--- src/rtl/adc_seq_pkg.sv ---
package adc_seq_pkg;

    localparam int CHAN_W = 5;

    typedef enum logic [1:0] {
        S_IDLE,
        S_SETUP,
        S_SAMPLE,
        S_CONV
    } seq_state_t;

    typedef struct packed {
        logic [CHAN_W-1:0] chan;
        logic              avg_en;
        logic [1:0]        avg_cnt;
        logic              lsmp_long;
        logic [1:0]        lsmp_sel;
        logic [1:0]        res_sel;
        logic [1:0]        clk_div;
        logic              src_half;
    } seq_cfg_t;

    // acquisition adder in ticks
    function automatic logic [4:0] lst_ticks(input logic long_f, input logic [1:0] sel);
        return long_f ? (5'd13 + {1'b0, sel, 2'b00}) : (5'd3 + {2'b00, sel, 1'b0});
    endfunction

    function automatic logic [5:0] avg_count(input logic en, input logic [1:0] cnt);
        return en ? (6'd4 << cnt) : 6'd1;
    endfunction

    function automatic logic [2:0] avg_shift(input logic en, input logic [1:0] cnt);
        return en ? (3'd2 + {1'b0, cnt}) : 3'd0;
    endfunction

endpackage

--- src/rtl/adc_tick_div.sv ---
module adc_tick_div #(
    parameter int CW = 4
) (
    input  logic          clk,
    input  logic          rst_n,
    input  logic          clr,
    input  logic          en,
    input  logic [CW-1:0] lim,
    output logic          tick
);
    logic [CW-1:0] cnt;

    assign tick = en && (cnt == lim);

    always_ff @(posedge clk) begin
        if (!rst_n || clr || !en) begin
            cnt <= '0;
        end else if (cnt == lim) begin
            cnt <= '0;
        end else begin
            cnt <= cnt + 1'b1;
        end
    end
endmodule

--- src/rtl/adc_avg_acc.sv ---
module adc_avg_acc #(
    parameter int DW = 12,
    parameter int AW = DW + 5
) (
    input  logic          clk,
    input  logic          rst_n,
    input  logic          clr,
    input  logic          add,
    input  logic [DW-1:0] din,
    input  logic [2:0]    shift,
    input  logic [1:0]    res_sel,
    output logic [DW-1:0] avg_out
);
    logic [AW-1:0] acc;
    logic [AW-1:0] sum;
    logic [AW:0]   rnd;
    logic [AW:0]   tot;
    logic [DW-1:0] q;
    logic [DW-1:0] mask;

    assign sum = acc + AW'(din);

    always_comb begin
        rnd  = (shift == 3'd0) ? '0 : ((AW+1)'(1) << (shift - 3'd1));
        tot  = {1'b0, sum} + rnd;
        q    = DW'(tot >> shift);
        mask = '1;
        unique case (res_sel)
            2'd0:    mask = mask >> (DW - 8);
            2'd1:    mask = mask >> (DW - 10);
            default: mask = '1;
        endcase
        avg_out = q & mask;
    end

    always_ff @(posedge clk) begin
        if (!rst_n || clr) begin
            acc <= '0;
        end else if (add) begin
            acc <= sum;
        end
    end
endmodule

--- src/rtl/adc_conv_seq.sv ---
module adc_conv_seq
    import adc_seq_pkg::*;
#(
    parameter int DATA_W      = 12,
    parameter int SETUP_TICKS = 6,
    parameter int BASE_TICKS  = 25
) (
    input  logic              clk,
    input  logic              rst_n,
    input  logic              start,
    input  logic [CHAN_W-1:0] chan,
    input  logic              cont_en,
    input  logic              avg_en,
    input  logic [1:0]        avg_cnt,
    input  logic              lsmp_long,
    input  logic [1:0]        lsmp_sel,
    input  logic [1:0]        res_sel,
    input  logic [1:0]        clk_div,
    input  logic              src_half,
    output logic              core_sample,
    output logic [CHAN_W-1:0] core_chan,
    input  logic              core_valid,
    input  logic [DATA_W-1:0] core_data,
    output logic [DATA_W-1:0] result,
    output logic              done,
    output logic              busy
);
    localparam int TW = 5;
    localparam int DIV_W = 4;
    localparam logic [CHAN_W-1:0] CHAN_OFF = '1;
    localparam logic [TW-1:0] SETUP_LD = TW'(SETUP_TICKS - 1);
    localparam logic [TW-1:0] BASE_LD  = TW'(BASE_TICKS - 1);

    seq_state_t state, nxt;
    seq_cfg_t   cfg_in, cfg_q, cfg_use;

    logic [TW-1:0]     tcnt;
    logic [5:0]        ncnt;
    logic [DATA_W-1:0] samp_q;
    logic [DATA_W-1:0] avg_val;
    logic [4:0]        lst;
    logic [4:0]        div_n;
    logic [DIV_W-1:0]  div_lim;
    logic start_ok, start_kill, tick, last_tick, fin, restart, acc_add;

    always_comb begin
        cfg_in.chan      = chan;
        cfg_in.avg_en    = avg_en;
        cfg_in.avg_cnt   = avg_cnt;
        cfg_in.lsmp_long = lsmp_long;
        cfg_in.lsmp_sel  = lsmp_sel;
        cfg_in.res_sel   = res_sel;
        cfg_in.clk_div   = clk_div;
        cfg_in.src_half  = src_half;
    end

    assign start_ok   = start && (chan != CHAN_OFF);
    assign start_kill = start && (chan == CHAN_OFF);
    assign cfg_use    = start_ok ? cfg_in : cfg_q;
    assign lst        = lst_ticks(cfg_q.lsmp_long, cfg_q.lsmp_sel);
    assign div_n      = 5'd1 << ({1'b0, cfg_q.clk_div} + {2'b00, cfg_q.src_half});
    assign div_lim    = DIV_W'(div_n - 5'd1);
    assign last_tick  = tick && (tcnt == '0);
    assign fin        = (state == S_CONV) && last_tick && (ncnt == 6'd1);
    assign restart    = start_ok || (fin && cont_en && !start_kill);
    assign acc_add    = (state == S_CONV) && last_tick;
    assign busy       = (state != S_IDLE);
    assign core_chan  = cfg_q.chan;

    adc_tick_div #(.CW(DIV_W)) u_div (
        .clk  (clk),
        .rst_n(rst_n),
        .clr  (restart),
        .en   (busy),
        .lim  (div_lim),
        .tick (tick)
    );

    adc_avg_acc #(.DW(DATA_W)) u_acc (
        .clk    (clk),
        .rst_n  (rst_n),
        .clr    (restart || start_kill),
        .add    (acc_add),
        .din    (samp_q),
        .shift  (avg_shift(cfg_q.avg_en, cfg_q.avg_cnt)),
        .res_sel(cfg_q.res_sel),
        .avg_out(avg_val)
    );

    // next-state logic
    always_comb begin
        nxt = state;
        unique case (state)
            S_IDLE:   nxt = S_IDLE;
            S_SETUP:  if (last_tick) nxt = S_SAMPLE;
            S_SAMPLE: if (last_tick) nxt = S_CONV;
            S_CONV:   if (last_tick) nxt = (ncnt == 6'd1) ? (cont_en ? S_SETUP : S_IDLE) : S_SAMPLE;
        endcase
        if (start_ok) begin
            nxt = S_SETUP;
        end else if (start_kill) begin
            nxt = S_IDLE;
        end
    end

    // state register
    always_ff @(posedge clk) begin
        if (!rst_n) begin
            state <= S_IDLE;
        end else begin
            state <= nxt;
        end
    end

    // phase counters and latched configuration
    always_ff @(posedge clk) begin
        if (!rst_n) begin
            tcnt   <= '0;
            ncnt   <= '0;
            cfg_q  <= '0;
            samp_q <= '0;
        end else begin
            if (start_ok) cfg_q <= cfg_in;
            if (core_valid) samp_q <= core_data;
            if (restart) begin
                tcnt <= SETUP_LD;
                ncnt <= avg_count(cfg_use.avg_en, cfg_use.avg_cnt);
            end else if (tick) begin
                if (tcnt != '0) begin
                    tcnt <= tcnt - 1'b1;
                end else begin
                    case (state)
                        S_SETUP:  tcnt <= TW'(lst - 5'd1);
                        S_SAMPLE: tcnt <= BASE_LD;
                        S_CONV: begin
                            tcnt <= TW'(lst - 5'd1);
                            ncnt <= ncnt - 6'd1;
                        end
                        default: tcnt <= '0;
                    endcase
                end
            end
        end
    end

    // registered outputs
    always_ff @(posedge clk) begin
        if (!rst_n) begin
            done        <= 1'b0;
            result      <= '0;
            core_sample <= 1'b0;
        end else begin
            done        <= fin && !start;
            core_sample <= (state == S_SAMPLE) && last_tick && !start;
            if (fin && !start) result <= avg_val;
        end
    end
endmodule

--- config.mk ---
export PLATFORM = sky130hd
export DESIGN_NAME = adc_conv_seq
export DESIGN_NICKNAME = d
export VERILOG_FILES = /design/src/rtl/adc_seq_pkg.sv /design/src/rtl/adc_tick_div.sv /design/src/rtl/adc_avg_acc.sv /design/src/rtl/adc_conv_seq.sv
export SDC_FILE = /design/constraint.sdc
export NUM_CORES = 1
export LEC_CHECK = 0
export BUFFER_PORTS_ARGS = -buffer_cell sky130_fd_sc_hd__buf_2
export CAP_MARGIN = 40
export CORE_AREA = 2 2 95 97
export DETAILED_ROUTE_END_ITERATION = 10
export DIE_AREA = 0 0 97 99
export GPL_ROUTABILITY_DRIVEN = 1
export PLACE_DENSITY = 0.8
export SYNTH_ARGS = -nofsm -noshare
export SYNTH_HDL_FRONTEND = slang
export SYNTH_SLANG_ARGS = --single-unit
--- constraint.sdc ---
create_clock -name clk -period 5.8 [get_ports clk]
set_input_delay 0.58 -clock clk [delete_from_list [all_inputs] [get_ports clk]]
set_output_delay 0.58 -clock clk [all_outputs]
set_load 0.03 [all_outputs]
==> flow_summary_export.csv <==
group,metric,value,unit
timing,setup-violations-final,0,
synthesis,postSynth.asyncResetShare,0,%
synthesis,yosys.area.top_type_share,30.0,%
power,combinationalPowerShare,15.6,%
timing,fin_crit_sh,71.7,%
clock_tree,clk_transition_reported_paths,80,ps
global_route,first_global_vias,4511,
clock_tree,post_cts.resized_instances,0,
clock_tree,cts-buffers-inserted,9,
synthesis,synth_enable_flop_cells,0,
clock_tree,clock_tree.root_cell,"sky130_fd_sc_hd__clkbuf_8",
synthesis,synth.largest_area_cell,"sky130_fd_sc_hd__dfxtp_1",
timing,final.setup_skew,14.5,ps
global_route,grt_first_pass_wirelength,20.3,mm
floorplanning,floorplan.initialDensity,59.3,%
clock_tree,tritoncts,"done",
timing,report.final.slew_viol_count,0,
synthesis,postSynthAreaPerCell,7.85,sq um
floorplanning,die_width,97,um
power,p_leak,0.00232,uW
clock_tree,post-cts-setup-buffer-count,0,
global_route,grt_overflow_total,0,
cells_and_area,final_nets,740,
clock_tree,worstSkewPairLatency,350,ps
routing,remaining_drc_errors,0,
cells_and_area,postLayoutCoreUtil,64.7,%
setup_path,critPathKind,"register to register",
synthesis,synth_area,5070,sq um
setup_path,critPathMaxFanout,6,
clock_tree,max-clock-path-buffers,2,
routing,initialDrtViolationCount,320,
timing,transition_time_of_the_tightest_slew_check_pin,850,ps
cells_and_area,fillers,769,
power,p_switching,329,uW
cells_and_area,antenna_cells_inserted,0,
synthesis,synth-main-ff-cell,"sky130_fd_sc_hd__dfxtp_1",
global_route,grt_use_total,25.3,%
synthesis,seq_area_frac_synth,30.0,%
timing,grt_setup_unrepaired,"false",
power,ir_drop,0.000182,V
routing,route.detailed.wl_per_inst,15.3,um
power,cellInternalPower,807,uW
power,clock_power_share,35.4,%
setup_path,worst_ep_required_time,6060,ps
power,power_frac_seq,48.9,%
synthesis,postSynthCellCount,646,
clock_tree,cts_sinks,76,
routing,route.detailed.vias_per_inst,6.09,
timing,timing_hold_violations_final,0,
synthesis,synth_commonest_cells,"sky130_fd_sc_hd__nand2_1, sky130_fd_sc_hd__dfxtp_1, sky130_fd_sc_hd__nor2_1, sky130_fd_sc_hd__a21oi_1, sky130_fd_sc_hd__o21ai_0",
power,netSwitchingFraction,28.9,%
floorplanning,num_rows,34,
setup_path,end_kind,"register",
cells_and_area,post_route_cells_drive_above_1_share,12.2,%
floorplanning,design.core.area,8550,sq um
power,powerDensity,205,nW/um^2
worst_hold_path,hold_path_class,"register to register",
routing,first_pass_iters,5,
placement,port-buffer-count,52,
timing,clock.fmax,241,MHz
cells_and_area,multi_input_area,3320,sq um
setup_path,worstSetupStartpointType,"register",
floorplanning,design.portCount,53,
synthesis,synth.top_cells.by_area,"sky130_fd_sc_hd__dfxtp_1, sky130_fd_sc_hd__ha_1, sky130_fd_sc_hd__nand2_1",
floorplanning,die_area,9600,sq um
routing,remaining_antenna_violation_count_after_routing,0,
synthesis,ys_warn_count,0,
timing,finalSetupTns,0,ps
placement,gpl.final_weighted_congestion,0.926,
cells_and_area,areaGrowthSynthToFinish,9.05,%
routing,num_vias,4811,
synthesis,synthMostInstantiatedCell,"sky130_fd_sc_hd__nand2_1",
timing,timing.slew.headroom,42.9,%
routing,postRouteWirelength,12.1,mm
clock_tree,cts_hold_buffers,0,
timing,period_minus_slack,4160,ps
synthesis,yosysUniqueCellTypes,66,
synthesis,synth.ff_latch_count,76,
placement,place.detailed.hpwl,8.80,mm
setup_path,cp.arrival,4420,ps
clock_tree,h_tree_levels,3,
status,run_status,"complete, no violations",
global_route,antenna_found_initial,0,
floorplanning,die_h,99,um
job,max_cap_violations,0,
cells_and_area,area_used_by_sequential_logic_in_the_layout,1520,sq um
global_route,grt_start_max_net_pins,55,
critical path, stage by stage (launching register included):
cell,delay [ps]
sky130_fd_sc_hd__dfxtp_1,350
sky130_fd_sc_hd__ha_1,200
sky130_fd_sc_hd__inv_1,70
sky130_fd_sc_hd__fa_1,390
sky130_fd_sc_hd__nand2b_1,200
sky130_fd_sc_hd__nand2b_1,90
sky130_fd_sc_hd__a21oi_1,80
sky130_fd_sc_hd__xnor2_1,160
sky130_fd_sc_hd__ha_1,360
sky130_fd_sc_hd__nand3_1,90
sky130_fd_sc_hd__o211ai_1,220
sky130_fd_sc_hd__nor4_1,80
sky130_fd_sc_hd__nor3_1,520
sky130_fd_sc_hd__nand4_4,210
sky130_fd_sc_hd__or4_4,490
sky130_fd_sc_hd__a32oi_2,230
sky130_fd_sc_hd__nor3_1,90
sky130_fd_sc_hd__o31ai_2,230
routing by layer:
metal	vias to the layer above	GRT usage, %	wire, um
met4	0	7.80	244
li1	2353	-	-
met3	32	4.82	697
met2	188	46.4	6130
met5	-	0	0
met1	2238	29.8	5000
power groups by stage:
stage               clock network, uW  registers, uW  logic [uW]
finish                            403            556         177
global route                      436            558         197
CTS                               409            555         176
detailed placement                  0            567         175
global placement                    0            567         168
floorplan                           0            559         140
sequential cells by signal, summed over array words and instances, names as in the netlist, 2 cells and up:
signal     count
tcnt           5
ncnt           6
core_chan      5
samp_q        12
cfg_q         11
u_acc.acc     17
state          2
result        12
u_div.cnt      4
per-stage QoR:
step / power (uW) / hold slack [ps] / area (sq um) / cells / setup slack [ps]
2_1_floorplan: 698 / 440 / 5080 / 648 / 2100
3_3_place_gp: 735 / 449 / 5320 / 773 / 1930
3_5_place_dp: 742 / 452 / 5340 / 774 / 1690
4_1_cts: 1140 / 463 / 5530 / 790 / 1660
5_1_grt: 1190 / 484 / 5530 / 790 / 1320
6_report: 1140 / 460 / 5530 / 790 / 1640
cell families after synthesis:
family / after synthesis / synth area share [%]
flops: 76 / 30.0
mux: 21 / 4.19
fa+ha+maj: 30 / 7.70
compound gates: 170 / 22.9
buf+inv: 57 / 4.76
simple gates: 258 / 24.6
other cells: 1 / 0.0739
xor+xnor: 33 / 5.70
final cells by class:
class | instances | share of cell area (%)
timing repair buffer | 55 | 5.25
sequential | 76 | 27.5
inverter | 20 | 1.36
multi-input combinational | 515 | 60.0
clock buffer | 10 | 2.31
tap | 108 | 2.44
clock inverter | 6 | 1.18
worst paths after layout:
| kind | startpoint | endpoint | slack [ps] | depth (start not counted) |
|---|---|---|---|---|
| worst max-delay path | samp_q[0] | result[10] | 1640 | 17 |
| worst min-delay path | result[11] | result[11] | 460 | 2 |
| worst max register to register | samp_q[0] | result[10] | 1640 | 17 |
| worst min register to register | result[11] | result[11] | 460 | 2 |
placed cells by master, fill, tap and decap left out, types with 3 or more instances in the layout:
cell	instances
sky130_fd_sc_hd__nand2_1	92
sky130_fd_sc_hd__dfxtp_1	76
sky130_fd_sc_hd__nor2_1	64
sky130_fd_sc_hd__buf_2	52
sky130_fd_sc_hd__a21oi_1	46
sky130_fd_sc_hd__o21ai_0	29
sky130_fd_sc_hd__ha_1	28
sky130_fd_sc_hd__xnor2_1	21
sky130_fd_sc_hd__inv_1	20
sky130_fd_sc_hd__mux2i_1	19
sky130_fd_sc_hd__a21boi_0	16
sky130_fd_sc_hd__nor3_1	16
sky130_fd_sc_hd__nor2b_1	16
sky130_fd_sc_hd__nand3_1	15
sky130_fd_sc_hd__a211oi_1	15
sky130_fd_sc_hd__xor2_1	12
sky130_fd_sc_hd__and2_1	9
sky130_fd_sc_hd__and3_1	9
sky130_fd_sc_hd__clkbuf_8	9
sky130_fd_sc_hd__or3_1	7
sky130_fd_sc_hd__a21o_1	6
sky130_fd_sc_hd__o211ai_1	6
sky130_fd_sc_hd__nor4_1	6
sky130_fd_sc_hd__nand4_1	6
sky130_fd_sc_hd__o21a_1	5
sky130_fd_sc_hd__a31oi_1	5
sky130_fd_sc_hd__o311a_1	5
sky130_fd_sc_hd__o31ai_1	4
sky130_fd_sc_hd__nand2b_1	4
sky130_fd_sc_hd__clkinvlp_4	4
sky130_fd_sc_hd__o2111a_1	3
sky130_fd_sc_hd__o311ai_0	3
sky130_fd_sc_hd__o21ai_1	3
sky130_fd_sc_hd__nor3b_1	3
sky130_fd_sc_hd__nand3b_1	3
sky130_fd_sc_hd__conb_1	3
Power figures use the tool's default switching activity.
